[config.mk]
export PLATFORM = sky130hd
export DESIGN_NAME = eepc_page_cache
export DESIGN_NICKNAME = d
export VERILOG_FILES = /design/src/rtl/eepc_pkg.sv /design/src/rtl/eepc_page_ram.sv /design/src/rtl/eepc_addr_decode.sv /design/src/rtl/eepc_ctrl.sv /design/src/rtl/eepc_page_cache.sv
export SDC_FILE = /design/constraint.sdc
export NUM_CORES = 2
export LEC_CHECK = 0
export ABC_AREA = 1
export BUFFER_PORTS_ARGS = -buffer_cell sky130_fd_sc_hd__buf_4
export CELL_PAD_IN_SITES_DETAIL_PLACEMENT = 0
export CELL_PAD_IN_SITES_GLOBAL_PLACEMENT = 1
export CORE_ASPECT_RATIO = 1.4
export CORE_UTILIZATION = 35
export CTS_BUF_LIST = sky130_fd_sc_hd__clkbuf_8
export DETAILED_ROUTE_END_ITERATION = 10
export PLACE_DENSITY = 0.69
export SLEW_MARGIN = 20
export SYNTH_ARGS = -nofsm -noshare
export SYNTH_HDL_FRONTEND = slang
export SYNTH_SLANG_ARGS = --single-unit
export TNS_END_PERCENT = 20
[constraint.sdc]
create_clock -name clk -period 18.7 [get_ports clk]
set_input_delay 3.74 -clock clk [delete_from_list [all_inputs] [get_ports clk]]
set_output_delay 3.74 -clock clk [all_outputs]
set_load 0.05 [all_outputs]
[src/rtl/eepc_pkg.sv]
package eepc_pkg;
  typedef enum logic [2:0] {
    OP_READ   = 3'd0,
    OP_WRITE  = 3'd1,
    OP_FLUSH  = 3'd2,
    OP_CFG_RD = 3'd3,
    OP_CFG_WR = 3'd4
  } op_e;

  typedef enum logic [2:0] {
    ST_IDLE,
    ST_CHECK,
    ST_WB_RD,
    ST_WB_LOAD,
    ST_WB_XFER,
    ST_FILL,
    ST_APPLY,
    ST_RD_LAT
  } state_e;
endpackage

[src/rtl/eepc_page_ram.sv]
module eepc_page_ram #(
  parameter int AW = 8,
  parameter int DW = 8
) (
  input  logic          clk,
  input  logic          we,
  input  logic [AW-1:0] addr,
  input  logic [DW-1:0] wdata,
  output logic [DW-1:0] rdata
);
  localparam int DEPTH = 1 << AW;

  logic [DW-1:0] mem [DEPTH];

  always_ff @(posedge clk) begin
    if (we) mem[addr] <= wdata;
    rdata <= mem[addr];
  end
endmodule

[src/rtl/eepc_addr_decode.sv]
module eepc_addr_decode
  import eepc_pkg::*;
#(
  parameter int ADDR_W    = 24,
  parameter int OFF_W     = 8,
  parameter int NUM_PAGES = 512
) (
  input  logic [2:0]              op,
  input  logic [ADDR_W-1:0]       addr,
  output logic [ADDR_W-OFF_W-1:0] page,
  output logic [OFF_W-1:0]        offset,
  output logic                    bad
);
  localparam int TAG_W      = ADDR_W - OFF_W;
  localparam int DATA_BYTES = (NUM_PAGES - 1) * (1 << OFF_W);
  localparam logic [TAG_W-1:0] CFG_PAGE = TAG_W'(NUM_PAGES - 1);

  logic is_cfg, is_data, past_end;

  always_comb begin
    is_cfg   = (op == OP_CFG_RD) || (op == OP_CFG_WR);
    is_data  = (op == OP_READ) || (op == OP_WRITE);
    past_end = {1'b0, addr} >= (ADDR_W+1)'(DATA_BYTES);
    page     = is_cfg ? CFG_PAGE : addr[ADDR_W-1:OFF_W];
    offset   = addr[OFF_W-1:0];
    bad      = (is_data && past_end) || (op > 3'd4);
  end
endmodule

[src/rtl/eepc_ctrl.sv]
module eepc_ctrl
  import eepc_pkg::*;
#(
  parameter int ADDR_W = 24,
  parameter int OFF_W  = 8,
  parameter int DW     = 8
) (
  input  logic                    clk,
  input  logic                    rst,
  input  logic                    req_valid,
  output logic                    req_ready,
  input  logic [2:0]              req_op,
  input  logic [DW-1:0]           req_wdata,
  input  logic [ADDR_W-OFF_W-1:0] dec_page,
  input  logic [OFF_W-1:0]        dec_offset,
  input  logic                    dec_bad,
  output logic                    rsp_done,
  output logic                    rsp_err,
  output logic [DW-1:0]           rsp_rdata,
  output logic                    dev_req,
  output logic                    dev_we,
  output logic [ADDR_W-1:0]       dev_addr,
  output logic [DW-1:0]           dev_wdata,
  input  logic                    dev_ack,
  input  logic [DW-1:0]           dev_rdata,
  output logic                    ram_we,
  output logic [OFF_W-1:0]        ram_addr,
  output logic [DW-1:0]           ram_wdata,
  input  logic [DW-1:0]           ram_rdata
);
  localparam int TAG_W = ADDR_W - OFF_W;
  localparam logic [TAG_W-1:0] TAG_EMPTY = '1;
  localparam logic [OFF_W-1:0] IDX_LAST  = '1;

  state_e           state;
  op_e              op_q;
  logic [TAG_W-1:0] page_q, tag_q;
  logic [OFF_W-1:0] off_q, idx_q;
  logic [DW-1:0]    wdata_q;
  logic             dirty_q, commit_q;

  logic is_wr_op, is_rd_op, miss;

  always_comb begin
    is_wr_op = (op_q == OP_WRITE) || (op_q == OP_CFG_WR);
    is_rd_op = (op_q == OP_READ)  || (op_q == OP_CFG_RD);
    miss     = (tag_q != page_q);
  end

  // Buffer port steering
  always_comb begin
    ram_we    = 1'b0;
    ram_addr  = off_q;
    ram_wdata = wdata_q;
    unique case (state)
      ST_FILL: begin
        ram_addr  = idx_q;
        ram_wdata = dev_rdata;
        ram_we    = dev_req && dev_ack;
      end
      ST_WB_RD: ram_addr = idx_q;
      ST_APPLY: ram_we   = is_wr_op;
      default: ;
    endcase
  end

  always_ff @(posedge clk) begin
    if (rst) begin
      state     <= ST_IDLE;
      op_q      <= OP_READ;
      page_q    <= '0;
      tag_q     <= TAG_EMPTY;
      off_q     <= '0;
      idx_q     <= '0;
      wdata_q   <= '0;
      dirty_q   <= 1'b0;
      commit_q  <= 1'b0;
      req_ready <= 1'b1;
      rsp_done  <= 1'b0;
      rsp_err   <= 1'b0;
      rsp_rdata <= '0;
      dev_req   <= 1'b0;
      dev_we    <= 1'b0;
      dev_addr  <= '0;
      dev_wdata <= '0;
    end else begin
      rsp_done <= 1'b0;
      unique case (state)
        ST_IDLE: begin
          if (req_valid && req_ready) begin
            if (dec_bad) begin
              rsp_done <= 1'b1;
              rsp_err  <= 1'b1;
            end else begin
              req_ready <= 1'b0;
              op_q      <= op_e'(req_op);
              page_q    <= dec_page;
              off_q     <= dec_offset;
              wdata_q   <= req_wdata;
              commit_q  <= 1'b0;
              state     <= ST_CHECK;
            end
          end
        end
        ST_CHECK: begin
          if (op_q == OP_FLUSH || commit_q) begin
            if (dirty_q) begin
              idx_q <= '0;
              state <= ST_WB_RD;
            end else begin
              rsp_done  <= 1'b1;
              rsp_err   <= 1'b0;
              req_ready <= 1'b1;
              state     <= ST_IDLE;
            end
          end else if (miss) begin
            idx_q <= '0;
            state <= dirty_q ? ST_WB_RD : ST_FILL;
          end else begin
            state <= ST_APPLY;
          end
        end
        ST_WB_RD: state <= ST_WB_LOAD;
        ST_WB_LOAD: begin
          dev_req   <= 1'b1;
          dev_we    <= 1'b1;
          dev_addr  <= {tag_q, idx_q};
          dev_wdata <= ram_rdata;
          state     <= ST_WB_XFER;
        end
        ST_WB_XFER: begin
          if (dev_ack) begin
            dev_req <= 1'b0;
            if (idx_q == IDX_LAST) begin
              dirty_q <= 1'b0;
              state   <= ST_CHECK;
            end else begin
              idx_q <= idx_q + 1'b1;
              state <= ST_WB_RD;
            end
          end
        end
        ST_FILL: begin
          if (!dev_req) begin
            dev_req  <= 1'b1;
            dev_we   <= 1'b0;
            dev_addr <= {page_q, idx_q};
          end else if (dev_ack) begin
            dev_req <= 1'b0;
            if (idx_q == IDX_LAST) begin
              tag_q <= page_q;
              state <= ST_CHECK;
            end else begin
              idx_q <= idx_q + 1'b1;
            end
          end
        end
        ST_APPLY: begin
          if (is_rd_op) begin
            state <= ST_RD_LAT;
          end else begin
            dirty_q <= 1'b1;
            if (op_q == OP_CFG_WR) begin
              commit_q <= 1'b1;
              state    <= ST_CHECK;
            end else begin
              rsp_done  <= 1'b1;
              rsp_err   <= 1'b0;
              req_ready <= 1'b1;
              state     <= ST_IDLE;
            end
          end
        end
        ST_RD_LAT: begin
          rsp_rdata <= ram_rdata;
          rsp_done  <= 1'b1;
          rsp_err   <= 1'b0;
          req_ready <= 1'b1;
          state     <= ST_IDLE;
        end
        default: state <= ST_IDLE;
      endcase
    end
  end
endmodule

[src/rtl/eepc_page_cache.sv]
module eepc_page_cache #(
  parameter int ADDR_W    = 24,
  parameter int OFF_W     = 8,
  parameter int NUM_PAGES = 512
) (
  input  logic              clk,
  input  logic              rst,
  input  logic              req_valid,
  output logic              req_ready,
  input  logic [2:0]        req_op,
  input  logic [ADDR_W-1:0] req_addr,
  input  logic [7:0]        req_wdata,
  output logic              rsp_done,
  output logic              rsp_err,
  output logic [7:0]        rsp_rdata,
  output logic              dev_req,
  output logic              dev_we,
  output logic [ADDR_W-1:0] dev_addr,
  output logic [7:0]        dev_wdata,
  input  logic              dev_ack,
  input  logic [7:0]        dev_rdata
);
  localparam int DW    = 8;
  localparam int TAG_W = ADDR_W - OFF_W;

  logic [TAG_W-1:0] dec_page;
  logic [OFF_W-1:0] dec_offset;
  logic             dec_bad;
  logic             ram_we;
  logic [OFF_W-1:0] ram_addr;
  logic [DW-1:0]    ram_wdata, ram_rdata;

  eepc_addr_decode #(
    .ADDR_W(ADDR_W), .OFF_W(OFF_W), .NUM_PAGES(NUM_PAGES)
  ) u_decode (
    .op(req_op), .addr(req_addr),
    .page(dec_page), .offset(dec_offset), .bad(dec_bad)
  );

  eepc_ctrl #(
    .ADDR_W(ADDR_W), .OFF_W(OFF_W), .DW(DW)
  ) u_ctrl (
    .clk(clk), .rst(rst),
    .req_valid(req_valid), .req_ready(req_ready),
    .req_op(req_op), .req_wdata(req_wdata),
    .dec_page(dec_page), .dec_offset(dec_offset), .dec_bad(dec_bad),
    .rsp_done(rsp_done), .rsp_err(rsp_err), .rsp_rdata(rsp_rdata),
    .dev_req(dev_req), .dev_we(dev_we), .dev_addr(dev_addr),
    .dev_wdata(dev_wdata), .dev_ack(dev_ack), .dev_rdata(dev_rdata),
    .ram_we(ram_we), .ram_addr(ram_addr), .ram_wdata(ram_wdata),
    .ram_rdata(ram_rdata)
  );

  eepc_page_ram #(.AW(OFF_W), .DW(DW)) u_ram (
    .clk(clk), .we(ram_we), .addr(ram_addr),
    .wdata(ram_wdata), .rdata(ram_rdata)
  );
endmodule

==> impl_metrics.toml <==
[worst_setup_path]
crit_arrival_ns = 7.18
reg2reg_to = "u_ram.rdata[2]"
startpoint_type = "flip-flop"
cp.required_ns = 19.59
worst_path_largest_cell_delay_ns = 0.81
cp_common_cell = "nand2_1"
rr_worst_depth = 19
reg2reg_slack_ns = 12.41
crit_start = "u_ctrl.state[1]"
critical_path_class = "reg -> reg"
path_cells = "inv_2, nand3_4, nand3_4, nand2_8, buf_4, buf_4, buf_4, nand2_1, nand2_1, nand2_1, nand2_1, nand2_1, nand2_1, o21ai_0, nand2_1, nor2_1, nor2_1, nor2_1, nand2_1"
cp-endpoint = "u_ram.rdata[2]"
crit_path_top_delay_cell = "nand2_8"
worst_r2r_startpoint = "u_ctrl.state[1]"
endpoint_kind = "flip-flop"
crit_fanout = 95

[pwr]
power.density_nw_per_um2 = 132
peakVddDrop_v = 0.000182
finalPower_mw = 13.4
leakagePower_nw = 41.0

[floorplan]
rows = 221
ios = 92
die_area_sq_um = 262000
core-area_sq_um = 259000
die_w_microns = 433
start_util_pct = 35.2
die_h_microns = 606

[timing]
worst_slew_pin_slew_ns = 1.17
fin_setup_tns_ns = 0
timing.final.crit_share_pct = 33.6
period_needed_ns = 6.29
slew_headroom_pct = 21.8
rsz0062_at_grt = "no"
finalMaxSlewViolations = 0
hold_viol = 0
setup_viol = 0
fin_ws_ns = 12.41
fmax_mhz = 159
clock-skew-final_ns = 0.0584

[yosys]
syn_area_sq_um = 91100
syn_inst = 9066
ys_types = 37
synth.avg_cell_area_sq_um = 10.1
synth-seq-cells = 2165
ys_warn_count = 0
syn_nets = 9114
synth-seq-area-share_pct = 70.0

[place]
port-buffer-count = 91
gp_congestion = 0.845
placed_cell_area_sq_um = 95100
place_ws_ns = 11.78
dpl.hpwl_mm = 152

[flow_run]
maxCapViolations = 0

[clock_network]
tritoncts = "built"
htreeDepth = 5
numCtsBuffers = 315
cts_resized = 0
post_cts_buffers = 0
clk_path_buf_depth = 4
root_buffer = "clkbuf_8"
worstSkewPairLatency_ns = 0.96
clk_pin_slew_worst_paths_ns = 0.07
cts.sinks = 2165
postCtsHoldBufs = 0

[worst_hold_path]
hp-class = "reg -> reg"
worstHoldStart = "u_ctrl.rsp_err"

[finish]
fin_util_pct = 39.2
finalInstanceArea_sq_um = 102000
drive_gt1_share_pct = 7.23
multi_input_area_sq_um = 25200
n_fill_cell = 25498
final-seq-area_sq_um = 63800
final_nets = 9104
syn2layout_area_growth_pct = 11.4

[grt]
antenna_found_initial = 7
gr-total-overflow = 0
grt_pass1_wl_mm = 390
grt_max_degree = 226
grt_pass1_vias = 62255
grtUsageTotal_pct = 19.9

[routing]
ant_nets = 0
drtPass1Iterations = 5
wire_per_inst_microns = 20.7
wl_mm = 264
vias = 61705
drt-vias-per-instance = 4.84
drtIter0Drc = 4814
route.detailed.drc = 0

[status]
status = "finished, final reports clean"
[layout by cell type, fill, tap and decap left out, types with 29 or more instances in the layout]
cell | netlist | routed
o21ai_0 | 169 | 162
clkinv_2 | 0 | 53
nand2_1 | 5201 | 5180
dfxtp_1 | 117 | 117
a21oi_1 | 48 | 48
bufinv_16 | 0 | 29
o21ai_1 | 32 | 32
buf_4 | 3 | 155
inv_1 | 68 | 118
nand3_1 | 347 | 345
clkbuf_8 | 0 | 331
nor2_1 | 408 | 402
clkinv_1 | 2 | 66
edfxtp_1 | 2048 | 2048
[worst max-delay path, delay by kind of cell, from the launching register on]
| family | cells | cell delay, ns |
|---|---|---|
| simple gates | 14 | 3.02 |
| buf+inv | 4 | 2.32 |
| flops | 1 | 0.43 |
| compound gates | 1 | 0.26 |
[power breakdown]
group / internal, mW / total, mW / switching [mW]
combinational: 0.862 / 3.80 / 2.94
sequential: 5.70 / 5.75 / 0.0478
clock: 2.06 / 3.88 / 1.83
[flip-flops by register name, summed over array words and instances (netlist names), 3 cells and up]
register and cells:
u_ctrl.dev_wdata 8, u_ctrl.state 3, u_ctrl.off_q 8, u_ctrl.idx_q 8, u_ram.mem 2048, u_ram.rdata 8, u_ctrl.wdata_q 8, u_ctrl.dev_addr 24
u_ctrl.page_q 16, u_ctrl.rsp_rdata 8, u_ctrl.op_q 3, u_ctrl.tag_q 16
[kinds of logic (layout without fill, tap and decap cells)]
family                   Yosys count  after routing  share of synthesized area, %
adder cells (fa/ha/maj)            1              1                        0.0137
AND/OR/NAND/NOR                 5998           5998                          25.3
XOR/XNOR                          16             16                         0.154
flip-flops                      2165           2165                          70.0
AO/OA/AOI/OAI                    311            311                          1.86
other                              0              2                             0
buffers and inverters            575            805                          2.62
[worst min-delay path by stage]
stage | to | depth (start not counted)
after floorplan | u_ctrl.wdata_q[1] | 2
final | u_ctrl.rsp_err | 2
after global routing | u_ctrl.off_q[7] | 2
after global placement | u_ctrl.rsp_err | 2
after CTS | u_ctrl.rsp_err | 2
after detailed placement | u_ctrl.rsp_err | 2
[cells in the mapped netlist, drive strengths merged]
cell,n,area [sq um]
dfxtp,117,2340
nor2,411,1550
nor3,22,130
nand4,7,43.8
xnor2,8,70.1
nand3,349,1760
o311ai,1,8.76
a211oi,19,143
nand2,5204,19500
a21oi,48,240
o211ai,18,135
xor2,8,70.1
o21bai,1,7.51
clkinv,2,7.51
buf,225,1080
edfxtp,2048,61500
ha,1,12.5
nand3b,1,7.51
o31ai,1,7.51
a31oi,18,113
o21ai,204,1030
inv,74,278
nor4,4,25.0
a311oi,1,8.76
clkbuf,274,1030
[metrics by stage]
step / instances / hold WS (ns)
finish: 12754 / 0.462
global route: 12754 / 0.493
CTS: 12751 / 0.458
detailed placement: 12194 / 0.447
global placement: 12194 / 0.443
floorplan: 9066 / 0.425
[metal layers]
layer / part of all wire, % / global-route usage (%) / vias to the layer above
met2: 50 / 35.3 / 1794
met1: 41 / 24.3 / 29653
met3: 5.3 / 2.56 / 482
li1: - / - / 29772
met5: 0.0087 / 0 / -
met4: 3.8 / 7.80 / 4
[cell type report]
class | count | area share, %
antenna | 2 | 0.00493
clock buffer | 331 | 4.49
clock inverter | 226 | 1.77
inverter | 76 | 0.288
multi-input combinational | 6326 | 24.8
sequential | 2165 | 62.9
tap | 3456 | 4.26
timing repair buffer | 172 | 1.48
Power figures use the tool's default switching activity.
